[config.mk]
export PLATFORM = sky130hd
export DESIGN_NAME = probe_regbank
export DESIGN_NICKNAME = d
export VERILOG_FILES = /design/src/rtl/probe_regbank_pkg.sv /design/src/rtl/probe_word_view.sv /design/src/rtl/probe_in_slot.sv /design/src/rtl/probe_out_slot.sv /design/src/rtl/probe_strobe.sv /design/src/rtl/probe_regbank.sv
export SDC_FILE = /design/constraint.sdc
export NUM_CORES = 1
export LEC_CHECK = 0
export ABC_AREA = 0
export ABC_CLOCK_PERIOD_IN_PS = 2900
export CAP_MARGIN = 20
export CORE_MARGIN = 2
export CORE_UTILIZATION = 40
export DETAILED_ROUTE_END_ITERATION = 8
export GPL_ROUTABILITY_DRIVEN = 0
export PLACE_DENSITY = 0.68
export SYNTH_ARGS = -nofsm -noshare
export SYNTH_HDL_FRONTEND = slang
export SYNTH_HIERARCHICAL = 1
export SYNTH_SLANG_ARGS = --single-unit
[constraint.sdc]
create_clock -name clk -period 2.9 [get_ports clk]
set_input_delay 0.58 -clock clk [delete_from_list [all_inputs] [get_ports clk]]
set_output_delay 0.58 -clock clk [all_outputs]
set_load 0.01 [all_outputs]
[src/rtl/probe_regbank_pkg.sv]
package probe_regbank_pkg;

   // number of bus words needed to hold a probe of width w
   function automatic int words_for(int w, int dw);
      return (w + dw - 1) / dw;
   endfunction

endpackage

[src/rtl/probe_word_view.sv]
// Presents one word of a probe buffer to the read path.
module probe_word_view
   import probe_regbank_pkg::*;
#(
   parameter int W    = 8,
   parameter int DW   = 16,
   parameter int AW   = 8,
   parameter int BASE = 1
) (
   input  logic [AW-1:0] addr,
   input  logic [W-1:0]  value,
   output logic [DW-1:0] rd_word
);
   localparam int NW = words_for(W, DW);
   localparam int PW = NW * DW;

   logic [PW-1:0] pad;
   logic [AW-1:0] off;
   logic          hit;

   assign pad = PW'(value);
   assign off = addr - AW'(BASE);
   assign hit = (addr >= AW'(BASE)) && (addr < AW'(BASE + NW));
   // bits above W are zero in pad, so the top word reads zero there
   assign rd_word = hit ? DW'(pad >> (int'(off) * DW)) : '0;
endmodule

[src/rtl/probe_in_slot.sv]
// Read-only buffer that snapshots an input probe on a transfer.
module probe_in_slot #(
   parameter int W    = 8,
   parameter int DW   = 16,
   parameter int AW   = 8,
   parameter int BASE = 1
) (
   input  logic          clk,
   input  logic          rst_n,
   input  logic          xfer,
   input  logic [AW-1:0] addr,
   input  logic [W-1:0]  probe_in,
   output logic [DW-1:0] rd_word
);
   logic [W-1:0] buf_q;

   always_ff @(posedge clk) begin
      if (!rst_n)    buf_q <= '0;
      else if (xfer) buf_q <= probe_in;
   end

   probe_word_view #(.W(W), .DW(DW), .AW(AW), .BASE(BASE)) u_view (
      .addr(addr), .value(buf_q), .rd_word(rd_word)
   );

   a_r7_capture: assert property (@(posedge clk) disable iff (!rst_n)
      xfer |=> buf_q == $past(probe_in));
   // host writes never reach this buffer
   a_r9_hold: assert property (@(posedge clk) disable iff (!rst_n)
      !xfer |=> $stable(buf_q));
endmodule

[src/rtl/probe_out_slot.sv]
// Host-writable buffer plus the live output it feeds on a transfer.
module probe_out_slot
   import probe_regbank_pkg::*;
#(
   parameter int          W    = 8,
   parameter int          DW   = 16,
   parameter int          AW   = 8,
   parameter int          BASE = 6,
   parameter logic [63:0] INIT = '0
) (
   input  logic          clk,
   input  logic          rst_n,
   input  logic          xfer,
   input  logic [AW-1:0] addr,
   input  logic          wr,
   input  logic [DW-1:0] wdata,
   output logic [W-1:0]  live,
   output logic [DW-1:0] rd_word
);
   localparam int NW = words_for(W, DW);
   localparam int PW = NW * DW;

   logic [W-1:0]  buf_q, live_q;
   logic [AW-1:0] off;
   logic          whit;
   logic [PW-1:0] wmask, wval, merged;

   assign off    = addr - AW'(BASE);
   assign whit   = wr && (addr >= AW'(BASE)) && (addr < AW'(BASE + NW));
   assign wmask  = PW'({DW{1'b1}}) << (int'(off) * DW);
   assign wval   = PW'(wdata) << (int'(off) * DW);
   assign merged = (PW'(buf_q) & ~wmask) | (wval & wmask);

   always_ff @(posedge clk) begin
      if (!rst_n) begin
         buf_q  <= INIT[W-1:0];
         live_q <= INIT[W-1:0];
      end else begin
         if (whit) buf_q  <= merged[W-1:0];  // upper pad bits dropped
         if (xfer) live_q <= buf_q;
      end
   end

   assign live = live_q;

   probe_word_view #(.W(W), .DW(DW), .AW(AW), .BASE(BASE)) u_view (
      .addr(addr), .value(buf_q), .rd_word(rd_word)
   );

   a_r5_live_hold: assert property (@(posedge clk) disable iff (!rst_n)
      !xfer |=> $stable(live_q));
   a_r6_live_load: assert property (@(posedge clk) disable iff (!rst_n)
      xfer |=> live_q == $past(buf_q));
endmodule

[src/rtl/probe_strobe.sv]
// Control bit and its rising-edge transfer pulse.
module probe_strobe #(
   parameter int AW = 8
) (
   input  logic          clk,
   input  logic          rst_n,
   input  logic          wr,
   input  logic [AW-1:0] addr,
   input  logic          wbit,
   output logic          level,
   output logic          xfer
);
   logic bit_q, prev_q;

   always_ff @(posedge clk) begin
      if (!rst_n) begin
         bit_q  <= 1'b0;
         prev_q <= 1'b0;
      end else begin
         if (wr && addr == '0) bit_q <= wbit;
         prev_q <= bit_q;
      end
   end

   assign level = bit_q;
   assign xfer  = bit_q & ~prev_q;

   a_r8_single_pulse: assert property (@(posedge clk) disable iff (!rst_n)
      xfer |=> !xfer);
endmodule

[src/rtl/probe_regbank.sv]
module probe_regbank
   import probe_regbank_pkg::*;
#(
   parameter int          DW        = 16,
   parameter int          AW        = 8,
   parameter int          W_IN0     = 1,
   parameter int          W_IN1     = 2,
   parameter int          W_IN2     = 8,
   parameter int          W_IN3     = 20,
   parameter int          W_OUT0    = 1,
   parameter int          W_OUT1    = 2,
   parameter int          W_OUT2    = 8,
   parameter int          W_OUT3    = 20,
   parameter logic [63:0] INIT_OUT0 = 64'd1,
   parameter logic [63:0] INIT_OUT1 = 64'd2,
   parameter logic [63:0] INIT_OUT2 = 64'd0,
   parameter logic [63:0] INIT_OUT3 = 64'd65538
) (
   input  logic              clk,
   input  logic              rst_n,
   input  logic [AW-1:0]     bus_addr,
   input  logic              bus_wr,
   input  logic [DW-1:0]     bus_wdata,
   input  logic              bus_rd,
   output logic [DW-1:0]     bus_rdata,
   input  logic [W_IN0-1:0]  in_p0,
   input  logic [W_IN1-1:0]  in_p1,
   input  logic [W_IN2-1:0]  in_p2,
   input  logic [W_IN3-1:0]  in_p3,
   output logic [W_OUT0-1:0] out_p0,
   output logic [W_OUT1-1:0] out_p1,
   output logic [W_OUT2-1:0] out_p2,
   output logic [W_OUT3-1:0] out_p3
);
   localparam int NP = 4;
   localparam int IN_W  [NP] = '{W_IN0, W_IN1, W_IN2, W_IN3};
   localparam int OUT_W [NP] = '{W_OUT0, W_OUT1, W_OUT2, W_OUT3};
   localparam logic [63:0] OUT_INIT [NP] = '{INIT_OUT0, INIT_OUT1, INIT_OUT2, INIT_OUT3};
   localparam int IN_NW  [NP] = '{words_for(W_IN0, DW), words_for(W_IN1, DW),
                                  words_for(W_IN2, DW), words_for(W_IN3, DW)};
   localparam int OUT_NW [NP] = '{words_for(W_OUT0, DW), words_for(W_OUT1, DW),
                                  words_for(W_OUT2, DW), words_for(W_OUT3, DW)};
   localparam int IN_LSB  [NP] = '{0, W_IN0, W_IN0 + W_IN1, W_IN0 + W_IN1 + W_IN2};
   localparam int OUT_LSB [NP] = '{0, W_OUT0, W_OUT0 + W_OUT1, W_OUT0 + W_OUT1 + W_OUT2};
   localparam int IN_TOT  = W_IN0 + W_IN1 + W_IN2 + W_IN3;
   localparam int OUT_TOT = W_OUT0 + W_OUT1 + W_OUT2 + W_OUT3;
   // control bit at 0, then inputs, then outputs, each word-aligned
   localparam int IN_BASE [NP] = '{1, 1 + IN_NW[0], 1 + IN_NW[0] + IN_NW[1],
                                   1 + IN_NW[0] + IN_NW[1] + IN_NW[2]};
   localparam int OUT_BASE0 = IN_BASE[3] + IN_NW[3];
   localparam int OUT_BASE [NP] = '{OUT_BASE0, OUT_BASE0 + OUT_NW[0],
                                    OUT_BASE0 + OUT_NW[0] + OUT_NW[1],
                                    OUT_BASE0 + OUT_NW[0] + OUT_NW[1] + OUT_NW[2]};
   localparam int LAST_ADDR = OUT_BASE[3] + OUT_NW[3] - 1;

   if (DW < 2 || DW > 64) begin : g_bad_dw
      $error("DW out of range");
   end
   if (LAST_ADDR >= (1 << AW)) begin : g_bad_aw
      $error("address map does not fit AW");
   end
   for (genvar c = 0; c < NP; c++) begin : g_chk
      if (IN_W[c] < 1 || IN_W[c] > 64 || OUT_W[c] < 1 || OUT_W[c] > 64) begin : g_bad_w
         $error("probe width out of range");
      end
   end

   logic                 strobe_lvl, xfer;
   logic [IN_TOT-1:0]    in_flat;
   logic [OUT_TOT-1:0]   out_flat;
   logic [DW-1:0]        in_rd  [NP];
   logic [DW-1:0]        out_rd [NP];
   logic [DW-1:0]        rd_next;

   assign in_flat = {in_p3, in_p2, in_p1, in_p0};

   probe_strobe #(.AW(AW)) u_strobe (
      .clk(clk), .rst_n(rst_n), .wr(bus_wr), .addr(bus_addr),
      .wbit(bus_wdata[0]), .level(strobe_lvl), .xfer(xfer)
   );

   for (genvar g = 0; g < NP; g++) begin : g_probe
      probe_in_slot #(.W(IN_W[g]), .DW(DW), .AW(AW), .BASE(IN_BASE[g])) u_in (
         .clk(clk), .rst_n(rst_n), .xfer(xfer), .addr(bus_addr),
         .probe_in(in_flat[IN_LSB[g] +: IN_W[g]]), .rd_word(in_rd[g])
      );
      probe_out_slot #(.W(OUT_W[g]), .DW(DW), .AW(AW), .BASE(OUT_BASE[g]),
                       .INIT(OUT_INIT[g])) u_out (
         .clk(clk), .rst_n(rst_n), .xfer(xfer), .addr(bus_addr),
         .wr(bus_wr), .wdata(bus_wdata),
         .live(out_flat[OUT_LSB[g] +: OUT_W[g]]), .rd_word(out_rd[g])
      );
   end

   assign out_p0 = out_flat[OUT_LSB[0] +: W_OUT0];
   assign out_p1 = out_flat[OUT_LSB[1] +: W_OUT1];
   assign out_p2 = out_flat[OUT_LSB[2] +: W_OUT2];
   assign out_p3 = out_flat[OUT_LSB[3] +: W_OUT3];

   // every word view returns zero when not addressed, so OR is the mux
   always_comb begin
      rd_next = (bus_addr == '0) ? DW'(strobe_lvl) : '0;
      for (int k = 0; k < NP; k++) rd_next |= in_rd[k] | out_rd[k];
   end

   always_ff @(posedge clk) begin
      if (!rst_n)      bus_rdata <= '0;
      else if (bus_rd) bus_rdata <= rd_next;
      else             bus_rdata <= '0;
   end

   a_r12_idle_zero: assert property (@(posedge clk) disable iff (!rst_n)
      !bus_rd |=> bus_rdata == '0);
   a_r10_unmapped_zero: assert property (@(posedge clk) disable iff (!rst_n)
      (bus_rd && int'(bus_addr) > LAST_ADDR) |=> bus_rdata == '0);
endmodule

==> results.yml, run 1 <==
status:
  status: "finished clean"
worst_setup_path:
  critical_path.max_stage_delay_ps: 700
  buffering_stage_count_on_the_worst_path_with_inverters_included: 2
  crit_path_start_kind: "input port"
  r2r_slack_ps: 1300
  worst-path-max-fanout: 16
  cpMaxStageDelayCell: "sky130_fd_sc_hd__or4_4"
  end_kind: "flop"
  worst-path-stages: 6
  critPathKind: "input port to flop"
  critical_path_arrival_ps: 2840
  crit_path_start: "bus_addr[1]"
  cp_data_required_time_ps: 3140
  worstRegToRegCells: 5
  cp_top_family: "simple AND/OR/NAND/NOR gates"
  path_cells: "clkdlybuf4s50_1 -> inv_1 -> ha_1 -> or4b_4 -> or4_4 -> mux2i_1"
  regToRegEndpoint: "bus_rdata[0]"
routing:
  drc: 0
  finalWirelength_um: 14100
  drt_pre_antenna_iters: 5
  drtIter0Drc: 289
  ant_nets: 0
  num_vias: 4562
  routed_wire_length_per_instance_um: 14.1
  via_per_inst: 4.58
floorplanning:
  chipWidth_um: 130
  die_area_um2: 16800
  placementRows: 45
  initial_utilization_pct: 41.3
  fp.dieH_um: 130
  placeableCoreArea_um2: 15300
  pin_count: 106
final_layout:
  drive_above_1_share_pct: 13.6
  layout.cells.most_common_list: "sky130_fd_sc_hd__dfxtp_1, sky130_fd_sc_hd__clkdlybuf4s50_1, sky130_fd_sc_hd__mux2i_1"
  final_nets: 848
  area_growth_syn_to_layout_pct: 21.7
  n_antenna_cell: 0
  final_common_cell: "sky130_fd_sc_hd__dfxtp_1"
  post_layout_nonfiller_instances: 996
clock_tree:
  cts_setup_buffers: 0
  clkSinkCount: 111
  cts_stage_hold_buffer_count: 0
  clock_latency_ps: 360
  deepest_level_of_the_cts_h_tree: 3
  numCtsBuffers: 9
  clockBufferDepth: 2
  resized_after_cts: 0
  clk_pin_slew_worst_paths_ps: 70
  cts-root-buf: "sky130_fd_sc_hd__clkbuf_16"
  cts_tree: "built"
power_and_ir_drop:
  power_per_cell_area_nw_per_um2: 404
  max-vdd-ir-drop_mv: 0.274
  total_leakage_power_uw: 0.00272
synth:
  yosysWarningCount: 6
  synth_area_per_cell_um2: 9.37
  synthesis.area_um2: 6320
  biggest_area_contributors_in_the_synthesized_netlist: "sky130_fd_sc_hd__dfxtp_1, sky130_fd_sc_hd__mux2i_1, sky130_fd_sc_hd__buf_4"
  synth_top_area_cell: "sky130_fd_sc_hd__dfxtp_1"
  ys_seq_elements: 111
  ys_seq_area_share_pct: 35.1
  synth_edf_count: 0
  post-synth-top-area-fraction_pct: 35.1
  synth_cell_types: 45
  async_reset_ff_share_pct: 0
  synth_ff_type: "sky130_fd_sc_hd__dfxtp_1"
  synth_cells: 675
sta:
  worst_clock_skew_ps: 7.47
  report.final.slew_viol_count: 0
  worst_slew_slack_as_a_fraction_of_its_limit_pct: 58.5
  timing.final.crit_share_pct: 89.7
  tightest_slew_ps: 621
  setup_viol_count_final: 0
  setup_slack_ps: 299
  final_period_minus_worst_setup_slack_ps: 2600
  setup_repair_after_global_routing_missed_its_margin: "no"
  max_freq_mhz: 385
  final_hold_violating_endpoints: 0
grt:
  grt_max_degree: 124
  globalRoute.totalOverflow: 0
  total_routing_usage_gr_pct: 17.0
  grt_first_pass_wirelength_um: 22400
  antenna_violations_before_repair: 0
  via_count_of_the_first_global_routing_pass: 4360
placement:
  dpl_worst_slack_ps: -67.9
  dpl.cell_count: 980
  numPortBuffers: 105
  place_hpwl_um: 10000
min_path:
  hold_crit_start: "g_probe[0].u_out/live"
  holdCritPathClass: "flop to flop"
flow_run:
  timing.max_cap.violations: 0
where the power goes:
part | internal, µW | total [µW] | switching, µW | leakage, µW
registers | 1540 | 1540 | 5.42 | 0.000898
logic | 175 | 341 | 166 | 0.00168
clock network | 654 | 1230 | 574 | 0.000141
total | 2360 | 3110 | 746 | 0.00272
how the worst min path moves through the flow:
stage	to	slack, ps	cells past startpoint
6_report	g_probe[0].u_out/live	480	2
5_1_grt	flop	500	2
2_1_floorplan	u_strobe/prev_q	440	2
3_3_place_gp	g_probe[3].u_out/live[16]	460	2
3_5_place_dp	g_probe[0].u_out/live	460	2
4_1_cts	flop	480	2
worst reg2reg max path, stage by stage (launching register included):
cell	delay [ps]
sky130_fd_sc_hd__dfxtp_1	390
sky130_fd_sc_hd__or3b_2	470
sky130_fd_sc_hd__nor4_2	230
sky130_fd_sc_hd__or4_4	180
sky130_fd_sc_hd__nor2_1	30
sky130_fd_sc_hd__a21oi_1	190
cells in the mapped netlist (3+ instances only):
library cell                number
sky130_fd_sc_hd__nor3_1         12
sky130_fd_sc_hd__or4_1           3
sky130_fd_sc_hd__nor4_1         36
sky130_fd_sc_hd__nor3b_1         4
sky130_fd_sc_hd__or4b_4          3
sky130_fd_sc_hd__a21oi_1        16
sky130_fd_sc_hd__nor4_2         19
sky130_fd_sc_hd__or3b_2          9
sky130_fd_sc_hd__buf_4          75
sky130_fd_sc_hd__inv_1          38
sky130_fd_sc_hd__nor2_1          9
sky130_fd_sc_hd__buf_6          11
sky130_fd_sc_hd__nand2_1        72
sky130_fd_sc_hd__nand4bb_1       4
sky130_fd_sc_hd__nor3_2         17
sky130_fd_sc_hd__mux2i_1       101
sky130_fd_sc_hd__nor4b_2         4
sky130_fd_sc_hd__conb_1          6
sky130_fd_sc_hd__clkbuf_1       16
sky130_fd_sc_hd__ha_1            9
sky130_fd_sc_hd__or4_4           5
sky130_fd_sc_hd__nor2b_1        66
sky130_fd_sc_hd__dfxtp_1       111
through the flow:
stage               power [µW]  setup TNS [ps]  cell area [µm²]  hold WS (ps)  utilization (%)
floorplan                 1790               0             6580           438                -
global placement          1920            -341             7400           455             48.3
detailed placement        1920            -943             7400           461             48.3
CTS                       3150               0             7690           480             50.2
global route              3230               0             7690           501             50.2
finish                    3110               0             7690           475             50.2
cell families after synthesis:
family | Yosys count | synth area share [%]
AND/OR/NAND/NOR | 283 | 30.3
buffers and inverters | 146 | 14.8
adder cells (fa/ha/maj) | 9 | 1.78
AO/OA/AOI/OAI | 18 | 1.52
flip-flops | 111 | 35.1
other | 6 | 0.356
multiplexers | 101 | 16.0
XOR/XNOR | 1 | 0.139
routing by layer:
metal / share of wire [%] / GRT usage [%]
met1: 47 / 22.7
met2: 48 / 27.7
met3: 4.1 / 4.31
met4: 1.1 / 4.43
met5: 0 / 0
cell type report:
type	instances	area [µm²]
fillers	1530	7620
clock inverters	4	28.8
flip-flops and latches	111	2220
well taps	211	264
inverters	38	143
multi-input cells	486	3430
clock buffers	12	267
repair buffers	134	1340
(Power assumes the default switching activity.)
==> inputs of run 2 (changes only) <==
- GPL_ROUTABILITY_DRIVEN: 0 -> unset
- SETUP_SLACK_MARGIN: unset -> 0.1
==> results of run 2 <==
Final layout, timing and power as in run 1 (identical DEF).
